<file path="src/rtl/nds_pkg.sv">
package nds_pkg;
  localparam int unsigned NPH = 8;
  // slot indices; the order is the access sequence itself
  localparam int unsigned S_WRAP = 0;  // finish low read, drop selects
  localparam int unsigned S_ROW  = 1;  // drive row
  localparam int unsigned S_RAS  = 2;  // row select, drive column 0
  localparam int unsigned S_CAS0 = 3;  // column select
  localparam int unsigned S_HOLD = 4;
  localparam int unsigned S_COL1 = 5;  // read high, drive column 1
  localparam int unsigned S_CAS1 = 6;  // column select again
  localparam int unsigned S_END  = 7;  // step pointer, mark pending
  typedef logic [NPH-1:0] slot_t;
endpackage

</file>
<file path="src/rtl/nds_slot_ring.sv">
module nds_slot_ring
  import nds_pkg::*;
(
  input  logic  clk,
  input  logic  rst_n,
  output slot_t slot_q
);
  slot_t slot_d;

  always_comb begin
    slot_d = {slot_q[NPH-2:0], slot_q[NPH-1]};
  end

  always_ff @(posedge clk or negedge rst_n) begin
    if (!rst_n) slot_q <= slot_t'(1);
    else        slot_q <= slot_d;
  end

  p_onehot_r1: assert property (@(posedge clk) disable iff (!rst_n)
    $countones(slot_q) == 1);
  p_advance_r1: assert property (@(posedge clk) disable iff (!rst_n)
    slot_q[NPH-1] |=> slot_q[0]);
endmodule

</file>
<file path="src/rtl/nds_addr_drive.sv">
module nds_addr_drive
  import nds_pkg::*;
#(
  parameter int unsigned ROW_W = 8,
  parameter int unsigned COL_W = 8,
  localparam int unsigned ADDR_W = ROW_W + COL_W,
  localparam int unsigned DA_W = (ROW_W > COL_W + 1) ? ROW_W : COL_W + 1
) (
  input  logic              clk,
  input  logic              rst_n,
  input  slot_t             slot_q,
  input  logic              own_video,
  input  logic [ADDR_W-1:0] pix_addr,
  input  logic [ADDR_W-1:0] cpu_addr,
  output logic [DA_W-1:0]   dram_addr,
  output logic              row_sel,
  output logic              col_sel
);
  logic [ADDR_W-1:0] pick;
  logic [ADDR_W-1:0] src_q, src_d;
  logic [DA_W-1:0]   addr_d;
  logic              row_d, col_d;
  logic              src_en;

  assign pick   = own_video ? pix_addr : cpu_addr;
  assign src_en = slot_q[S_ROW];

  always_comb begin
    src_d  = src_en ? pick : src_q;
    addr_d = dram_addr;
    row_d  = row_sel;
    col_d  = col_sel;
    if (slot_q[S_WRAP]) begin
      row_d = 1'b0;
      col_d = 1'b0;
    end
    if (slot_q[S_ROW]) begin
      addr_d = DA_W'(pick[ADDR_W-1 -: ROW_W]);
    end
    if (slot_q[S_RAS]) begin
      row_d  = 1'b1;
      addr_d = DA_W'({src_q[COL_W-1:0], 1'b0});
    end
    if (slot_q[S_CAS0]) begin
      col_d = 1'b1;
    end
    if (slot_q[S_COL1]) begin
      col_d  = 1'b0;
      addr_d = DA_W'({src_q[COL_W-1:0], 1'b1});
    end
    if (slot_q[S_CAS1]) begin
      col_d = 1'b1;
    end
  end

  always_ff @(posedge clk or negedge rst_n) begin
    if (!rst_n) begin
      src_q     <= '0;
      dram_addr <= '0;
      row_sel   <= 1'b0;
      col_sel   <= 1'b0;
    end else begin
      src_q     <= src_d;
      dram_addr <= addr_d;
      row_sel   <= row_d;
      col_sel   <= col_d;
    end
  end

  p_drop_sel_r2: assert property (@(posedge clk) disable iff (!rst_n)
    slot_q[S_WRAP] |=> (!row_sel && !col_sel));
  p_col_under_row_r5: assert property (@(posedge clk) disable iff (!rst_n)
    col_sel |-> row_sel);
  p_col_addr_hold_r5: assert property (@(posedge clk) disable iff (!rst_n)
    (col_sel && $past(col_sel)) |-> $stable(dram_addr));
  p_row_rise_r4: assert property (@(posedge clk) disable iff (!rst_n)
    $rose(row_sel) |-> slot_q[S_CAS0]);
endmodule

</file>
<file path="src/rtl/nds_nibble_path.sv">
module nds_nibble_path
  import nds_pkg::*;
#(
  parameter int unsigned NIB_W = 4,
  localparam int unsigned BYTE_W = 2 * NIB_W
) (
  input  logic              clk,
  input  logic              rst_n,
  input  slot_t             slot_q,
  input  logic              own_video,
  input  logic              want_video,
  input  logic [NIB_W-1:0]  dq,
  output logic [BYTE_W-1:0] pix_byte,
  output logic              pix_vld,
  output logic              pix_step,
  output logic              cpu_tick,
  output logic              cpu_hi,
  output logic              cpu_lo,
  output logic [NIB_W-1:0]  cpu_nib
);
  logic [NIB_W-1:0]  hi_q, hi_d;
  logic              pend_q, pend_d;
  logic [BYTE_W-1:0] byte_d;
  logic [NIB_W-1:0]  nib_d;
  logic              vld_d, step_d, tick_d, hi_stb_d, lo_stb_d;

  always_comb begin
    hi_d     = hi_q;
    pend_d   = pend_q;
    byte_d   = pix_byte;
    nib_d    = cpu_nib;
    vld_d    = 1'b0;
    step_d   = 1'b0;
    tick_d   = 1'b0;
    hi_stb_d = 1'b0;
    lo_stb_d = 1'b0;
    if (slot_q[S_WRAP]) begin
      pend_d = 1'b0;
      if (pend_q) begin
        byte_d = {hi_q, dq};
        vld_d  = 1'b1;
      end else begin
        nib_d    = dq;
        lo_stb_d = 1'b1;
        tick_d   = 1'b1;
      end
    end
    if (slot_q[S_COL1]) begin
      if (own_video) begin
        hi_d = dq;
      end else begin
        nib_d    = dq;
        hi_stb_d = 1'b1;
      end
    end
    if (slot_q[S_END]) begin
      step_d = want_video;
      pend_d = own_video;
    end
  end

  always_ff @(posedge clk or negedge rst_n) begin
    if (!rst_n) begin
      hi_q     <= '0;
      pend_q   <= 1'b0;
      pix_byte <= '0;
      cpu_nib  <= '0;
      pix_vld  <= 1'b0;
      pix_step <= 1'b0;
      cpu_tick <= 1'b0;
      cpu_hi   <= 1'b0;
      cpu_lo   <= 1'b0;
    end else begin
      hi_q     <= hi_d;
      pend_q   <= pend_d;
      pix_byte <= byte_d;
      cpu_nib  <= nib_d;
      pix_vld  <= vld_d;
      pix_step <= step_d;
      cpu_tick <= tick_d;
      cpu_hi   <= hi_stb_d;
      cpu_lo   <= lo_stb_d;
    end
  end

  p_vld_or_lo_r6: assert property (@(posedge clk) disable iff (!rst_n)
    !(pix_vld && cpu_lo));
  p_vld_slot_r6: assert property (@(posedge clk) disable iff (!rst_n)
    pix_vld |-> slot_q[S_ROW]);
  p_pend_clear_r6: assert property (@(posedge clk) disable iff (!rst_n)
    slot_q[S_WRAP] |=> !pend_q);
  p_hi_slot_r7: assert property (@(posedge clk) disable iff (!rst_n)
    cpu_hi |-> slot_q[S_CAS1]);
  p_lo_tick_r7: assert property (@(posedge clk) disable iff (!rst_n)
    cpu_lo |-> cpu_tick);
  p_step_slot_r8: assert property (@(posedge clk) disable iff (!rst_n)
    pix_step |-> slot_q[S_WRAP]);
endmodule

</file>
<file path="src/rtl/nds_sequencer.sv">
module nds_sequencer
  import nds_pkg::*;
#(
  parameter int unsigned ROW_W = 8,
  parameter int unsigned COL_W = 8,
  parameter int unsigned NIB_W = 4,
  localparam int unsigned ADDR_W = ROW_W + COL_W,
  localparam int unsigned DA_W = (ROW_W > COL_W + 1) ? ROW_W : COL_W + 1,
  localparam int unsigned BYTE_W = 2 * NIB_W
) (
  input  logic              clk,
  input  logic              rst_n,
  input  logic              video_req,
  input  logic              video_want,
  input  logic [ADDR_W-1:0] pix_addr,
  input  logic [ADDR_W-1:0] cpu_addr,
  input  logic [NIB_W-1:0]  dram_dq,
  output logic [DA_W-1:0]   dram_addr,
  output logic              dram_row_sel,
  output logic              dram_col_sel,
  output logic [NPH-1:0]    slot,
  output logic [BYTE_W-1:0] pix_byte,
  output logic              pix_byte_vld,
  output logic              pix_step,
  output logic              cpu_clk_tick,
  output logic              cpu_hi_stb,
  output logic              cpu_lo_stb,
  output logic [NIB_W-1:0]  cpu_nib
);
  slot_t slot_q;
  logic  own_q, own_d, want_q, want_d;
  logic  grant_en;

  nds_slot_ring u_ring (
    .clk    (clk),
    .rst_n  (rst_n),
    .slot_q (slot_q)
  );

  assign grant_en = slot_q[S_WRAP];

  always_comb begin
    own_d  = grant_en ? video_req  : own_q;
    want_d = grant_en ? video_want : want_q;
  end

  always_ff @(posedge clk or negedge rst_n) begin
    if (!rst_n) begin
      own_q  <= 1'b0;
      want_q <= 1'b0;
    end else begin
      own_q  <= own_d;
      want_q <= want_d;
    end
  end

  nds_addr_drive #(.ROW_W(ROW_W), .COL_W(COL_W)) u_addr (
    .clk       (clk),
    .rst_n     (rst_n),
    .slot_q    (slot_q),
    .own_video (own_q),
    .pix_addr  (pix_addr),
    .cpu_addr  (cpu_addr),
    .dram_addr (dram_addr),
    .row_sel   (dram_row_sel),
    .col_sel   (dram_col_sel)
  );

  nds_nibble_path #(.NIB_W(NIB_W)) u_data (
    .clk        (clk),
    .rst_n      (rst_n),
    .slot_q     (slot_q),
    .own_video  (own_q),
    .want_video (want_q),
    .dq         (dram_dq),
    .pix_byte   (pix_byte),
    .pix_vld    (pix_byte_vld),
    .pix_step   (pix_step),
    .cpu_tick   (cpu_clk_tick),
    .cpu_hi     (cpu_hi_stb),
    .cpu_lo     (cpu_lo_stb),
    .cpu_nib    (cpu_nib)
  );

  assign slot = slot_q;

  // input rule: video never owns a pass it does not want
  p_req_needs_want_r8: assert property (@(posedge clk) disable iff (!rst_n)
    (slot_q[S_WRAP] && video_req) |-> video_want);
  p_own_held_r9: assert property (@(posedge clk) disable iff (!rst_n)
    !slot_q[S_ROW] |-> $stable(own_q));
endmodule

</file>
<file path="config.mk">
export PLATFORM = sky130hd
export DESIGN_NAME = nds_sequencer
export DESIGN_NICKNAME = d
export VERILOG_FILES = /design/src/rtl/nds_pkg.sv /design/src/rtl/nds_slot_ring.sv /design/src/rtl/nds_addr_drive.sv /design/src/rtl/nds_nibble_path.sv /design/src/rtl/nds_sequencer.sv
export SDC_FILE = /design/constraint.sdc
export NUM_CORES = 1
export LEC_CHECK = 0
export BUFFER_PORTS_ARGS = -buffer_cell sky130_fd_sc_hd__buf_2
export CAP_MARGIN = 20
export CORE_MARGIN = 4
export CORE_UTILIZATION = 43
export DETAILED_ROUTE_END_ITERATION = 7
export GPL_TIMING_DRIVEN = 0
export PLACE_DENSITY = 0.85
export SYNTH_ARGS = -nofsm -noshare
export SYNTH_HDL_FRONTEND = slang
export SYNTH_SLANG_ARGS = --single-unit
export TNS_END_PERCENT = 1
</file>
<file path="constraint.sdc">
create_clock -name clk -period 1.3 [get_ports clk]
set_input_delay 0.065 -clock clk [delete_from_list [all_inputs] [get_ports clk]]
set_output_delay 0.065 -clock clk [all_outputs]
set_load 0.01 [all_outputs]
</file>
==> load_flow_metrics.sql <==
INSERT INTO impl_metrics (metric_group, metric, value, unit) VALUES
('sta', 'maxClockFrequency', '0.774', 'GHz'),
('grt', 'gr-total-overflow', '0', ''),
('drt', 'highest_layer', 'met4', ''),
('setup_path', 'crit_fanout', '7', ''),
('grt', 'grt_start_max_net_pins', '51', ''),
('sta', 'final_hold_vios', '0', ''),
('floorplanning', 'design.die.area', '5870', 'um2'),
('floorplanning', 'num_rows', '24', ''),
('logic_synthesis', 'post_synth_mux_area_share', '17.9', '%'),
('hold_path', 'tightest_hold_check_type', 'in2reg', ''),
('drt', 'firstDrtPassIters', '4', ''),
('placement', 'dpl-instance-area', '2460', 'um2'),
('setup_path', 'critical_path_class', 'reg2reg', ''),
('sta', 'timing.final.max_slew_violations', '0', ''),
('logic_synthesis', 'post_synth_and_or_nand_nor_area_fraction', '6.49', '%'),
('logic_synthesis', 'synth_fp_nets', '191', ''),
('power', 'powerDensity', '1030', 'nW/um2'),
('logic_synthesis', 'synth_area_leader_cell', 'sky130_fd_sc_hd__dfrtp_1', ''),
('drt', 'met3RoutedLength', '307', 'um'),
('sta', 'worst_slew_margin_rel', '73.0', '%'),
('placement', 'dp_hpwl', '3170', 'um'),
('outcome', 'run_status', 'completed', ''),
('logic_synthesis', 'postSynth.asyncResetShare', '100', '%'),
('drt', 'final_wirelength', '4280', 'um'),
('power', 'total_power', '2.70', 'mW'),
('power', 'cellLeakagePower', '1.29', 'nW'),
('clock_network', 'worst_case_clock_buffer_depth', '2', ''),
('clock_network', 'clock_transition_time_at_the_flip_flop_clock_pins_of_the_worst_setup_and_hold_paths', '0.10', 'ns'),
('final_layout', 'post_route_cells_drive_above_1_share', '52.1', '%'),
('logic_synthesis', 'ys_seq_elements', '50', ''),
('logic_synthesis', 'synth_compound_gate_area_share', '9.65', '%'),
('drt', 'number_of_vias_per_cell_after_detailed_routing', '5.00', ''),
('logic_synthesis', 'synthAdderAreaFrac', '0', '%'),
('logic_synthesis', 'post_synth_instance_area', '2020', 'um2'),
('setup_path', 'timing.critical_path.slowest_stage_cell', 'sky130_fd_sc_hd__dfrtp_2', ''),
('drt', 'dr.first_iter.drc_count', '50', ''),
('clock_network', 'cts_inserted_buffers', '5', ''),
('drt', 'drc_errors', '0', ''),
('sta', 'setup_viol_count_final', '0', ''),
('sta', 'max_slew.worst_pin.slew', '0.405', 'ns'),
('floorplanning', 'io_pins', '76', ''),
('setup_path', 'cp.required', '1.51', 'ns'),
('final_layout', 'area_growth_syn_to_layout', '29.6', '%'),
('floorplanning', 'initial_util', '45.5', '%'),
('power', 'worst_case_vdd_ir_drop', '0.447', 'mV'),
('grt', 'first_global_vias', '1500', ''),
('final_layout', 'antennaDiodeCount', '0', ''),
('clock_network', 'h_tree_depth_reported_by_cts', '2', ''),
('logic_synthesis', 'ys_top_cells_by_count', '49 x sky130_fd_sc_hd__dfrtp_1, 18 x sky130_fd_sc_hd__mux2_2, 16 x sky130_fd_sc_hd__mux2i_1, 16 x sky130_fd_sc_hd__nor2_1, 9 x sky130_fd_sc_hd__a21oi_1', ''),
('setup_path', 'timing.critical_path.slowest_cell_delay', '0.47', 'ns'),
('logic_synthesis', 'synth.yosys.warnings', '0', ''),
('final_layout', 'stdcell_area', '2620', 'um2'),
('floorplanning', 'dieWidth', '76.6', 'um'),
('floorplanning', 'die-height', '76.6', 'um'),
('sta', 'final.hold.worst_slack', '0.0127', 'ns'),
('drt', 'wirelength_met1', '1790', 'um'),
('grt', 'antenna_found_initial', '0', ''),
('logic_synthesis', 'netlist-cell-type-count', '24', ''),
('logic_synthesis', 'synth_edf_count', '0', ''),
('job', 'max-cap-violations', '0', ''),
('sta', 'period_minus_slack', '1.29', 'ns'),
('sta', 'postLayoutSetupSlackWorst', '0.00751', 'ns'),
('grt', 'grt_pass1_wl', '7120', 'um'),
('clock_network', 'tritoncts', 'yes', ''),
('setup_path', 'path_cells', 'and2b_2 > nor2_4 > mux2_2', ''),
('placement', 'place_ws', '-0.0522', 'ns'),
('logic_synthesis', 'mean_area_per_synthesized_cell', '13.4', 'um2'),
('logic_synthesis', 'leading_cell_types_by_total_area_after_synthesis', 'sky130_fd_sc_hd__dfrtp_1 61%, sky130_fd_sc_hd__mux2_2 10%, sky130_fd_sc_hd__mux2i_1 7.9%', ''),
('grt', 'grt.total_usage', '15.2', '%'),
('logic_synthesis', 'gate_count_post_synth', '151', ''),
('logic_synthesis', 'share_of_the_synthesized_netlist_area_taken_by_xor_and_xnor_gates', '0', '%');
==> flip-flops by register name, summed over array words and instances, names as in the netlist, 4 cells and up <==
register / flops
u_addr.dram_addr: 9
u_addr.src_q: 8
u_data.pix_byte: 8
u_ring.slot_q: 8
u_data.cpu_nib: 4
u_data.hi_q: 4
==> cells in the final DEF, fill, tap and decap left out <==
cell / instances
sky130_fd_sc_hd__a21o_2: 6
sky130_fd_sc_hd__nand2_1: 4
sky130_fd_sc_hd__inv_6: 1
sky130_fd_sc_hd__mux2_2: 18
sky130_fd_sc_hd__o21bai_1: 1
sky130_fd_sc_hd__a21oi_1: 9
sky130_fd_sc_hd__nor2_4: 1
sky130_fd_sc_hd__buf_4: 3
sky130_fd_sc_hd__buf_8: 1
sky130_fd_sc_hd__a21o_1: 2
sky130_fd_sc_hd__a211oi_2: 1
sky130_fd_sc_hd__inv_1: 2
sky130_fd_sc_hd__and2_1: 1
sky130_fd_sc_hd__a211oi_1: 7
sky130_fd_sc_hd__mux2i_1: 16
sky130_fd_sc_hd__dlygate4sd3_1: 3
sky130_fd_sc_hd__dfrtp_2: 1
sky130_fd_sc_hd__or2_1: 1
sky130_fd_sc_hd__buf_12: 1
sky130_fd_sc_hd__nor2_1: 16
sky130_fd_sc_hd__dfstp_2: 1
sky130_fd_sc_hd__nand2_2: 1
sky130_fd_sc_hd__o21ai_0: 2
sky130_fd_sc_hd__inv_8: 1
sky130_fd_sc_hd__clkinv_4: 1
sky130_fd_sc_hd__and2b_2: 1
sky130_fd_sc_hd__or2_2: 1
sky130_fd_sc_hd__dfrtp_1: 48
sky130_fd_sc_hd__buf_2: 77
sky130_fd_sc_hd__and2b_1: 1
sky130_fd_sc_hd__clkbuf_8: 5
sky130_fd_sc_hd__buf_6: 3
sky130_fd_sc_hd__nand2b_1: 1
==> worst register-to-register path, stage by stage, from the launching register on <==
cell	delay, ns
sky130_fd_sc_hd__dfrtp_2	0.47
sky130_fd_sc_hd__and2b_2	0.24
sky130_fd_sc_hd__nor2_4	0.14
sky130_fd_sc_hd__mux2_2	0.35
==> power by group <==
group	leakage, nW	total [mW]	internal (mW)	switching [mW]
clock network	0.0506	0.963	0.403	0.560
registers	0.582	1.58	1.57	0.00937
logic	0.658	0.156	0.0836	0.0723
==> metrics by stage <==
stage               util [%]  setup TNS, ns  instances
finish                  59.0              0        290
CTS                     58.2              0        288
global route            59.0         -0.201        290
global placement        55.4         -0.418        278
detailed placement      55.4         -0.540        278
floorplan                  -              0        151
==> logic make-up after synthesis <==
group / count (synthesis)
flip-flops: 50
multiplexers: 34
buffers and inverters: 11
AND/OR/NAND/NOR: 28
AO/OA/AOI/OAI: 28
==> per-layer routing <==
layer | vias up | global-route usage, %
met4 | 0 | 5.62
met1 | 696 | 18.9
met3 | 7 | 4.02
met2 | 57 | 25.5
met5 | - | 0
li1 | 690 | -
==> final timing paths <==
path	from	endpoint	slack (ns)	cells after the start
min reg2reg	u_ring.slot_q[4]	u_ring.slot_q[5]	0.39	0
max	u_ring.slot_q[5]	u_data.cpu_nib[2]	0.008	3
min in group asynchronous	rst_n	u_addr.dram_addr[8]	0.21	2
max in group asynchronous	rst_n	u_ring.slot_q[0]	0.53	3
min	dram_dq[1]	u_data.pix_byte[1]	0.01	2
max reg2reg	u_ring.slot_q[5]	u_data.cpu_nib[2]	0.008	3
==> timing repair <==
action                     CTS  global route
hold endpoints to repair    51            16
setup buffers                0             0
gates resized for setup      2             2
hold buffers                 2             1
pin swaps                    2             2
setup endpoints to repair   19            12
==> layout make-up <==
type | count | area [um2]
tap | 52 | 65.1
sequential | 50 | 1250
clock inverter | 3 | 28.8
buffer | 9 | 81.3
clock buffer | 5 | 68.8
multi-input combinational | 90 | 692
timing repair buffer | 79 | 425
inverter | 2 | 7.51
fill | 386 | 1820
Note: power is estimated with default switching activity, not from simulation.
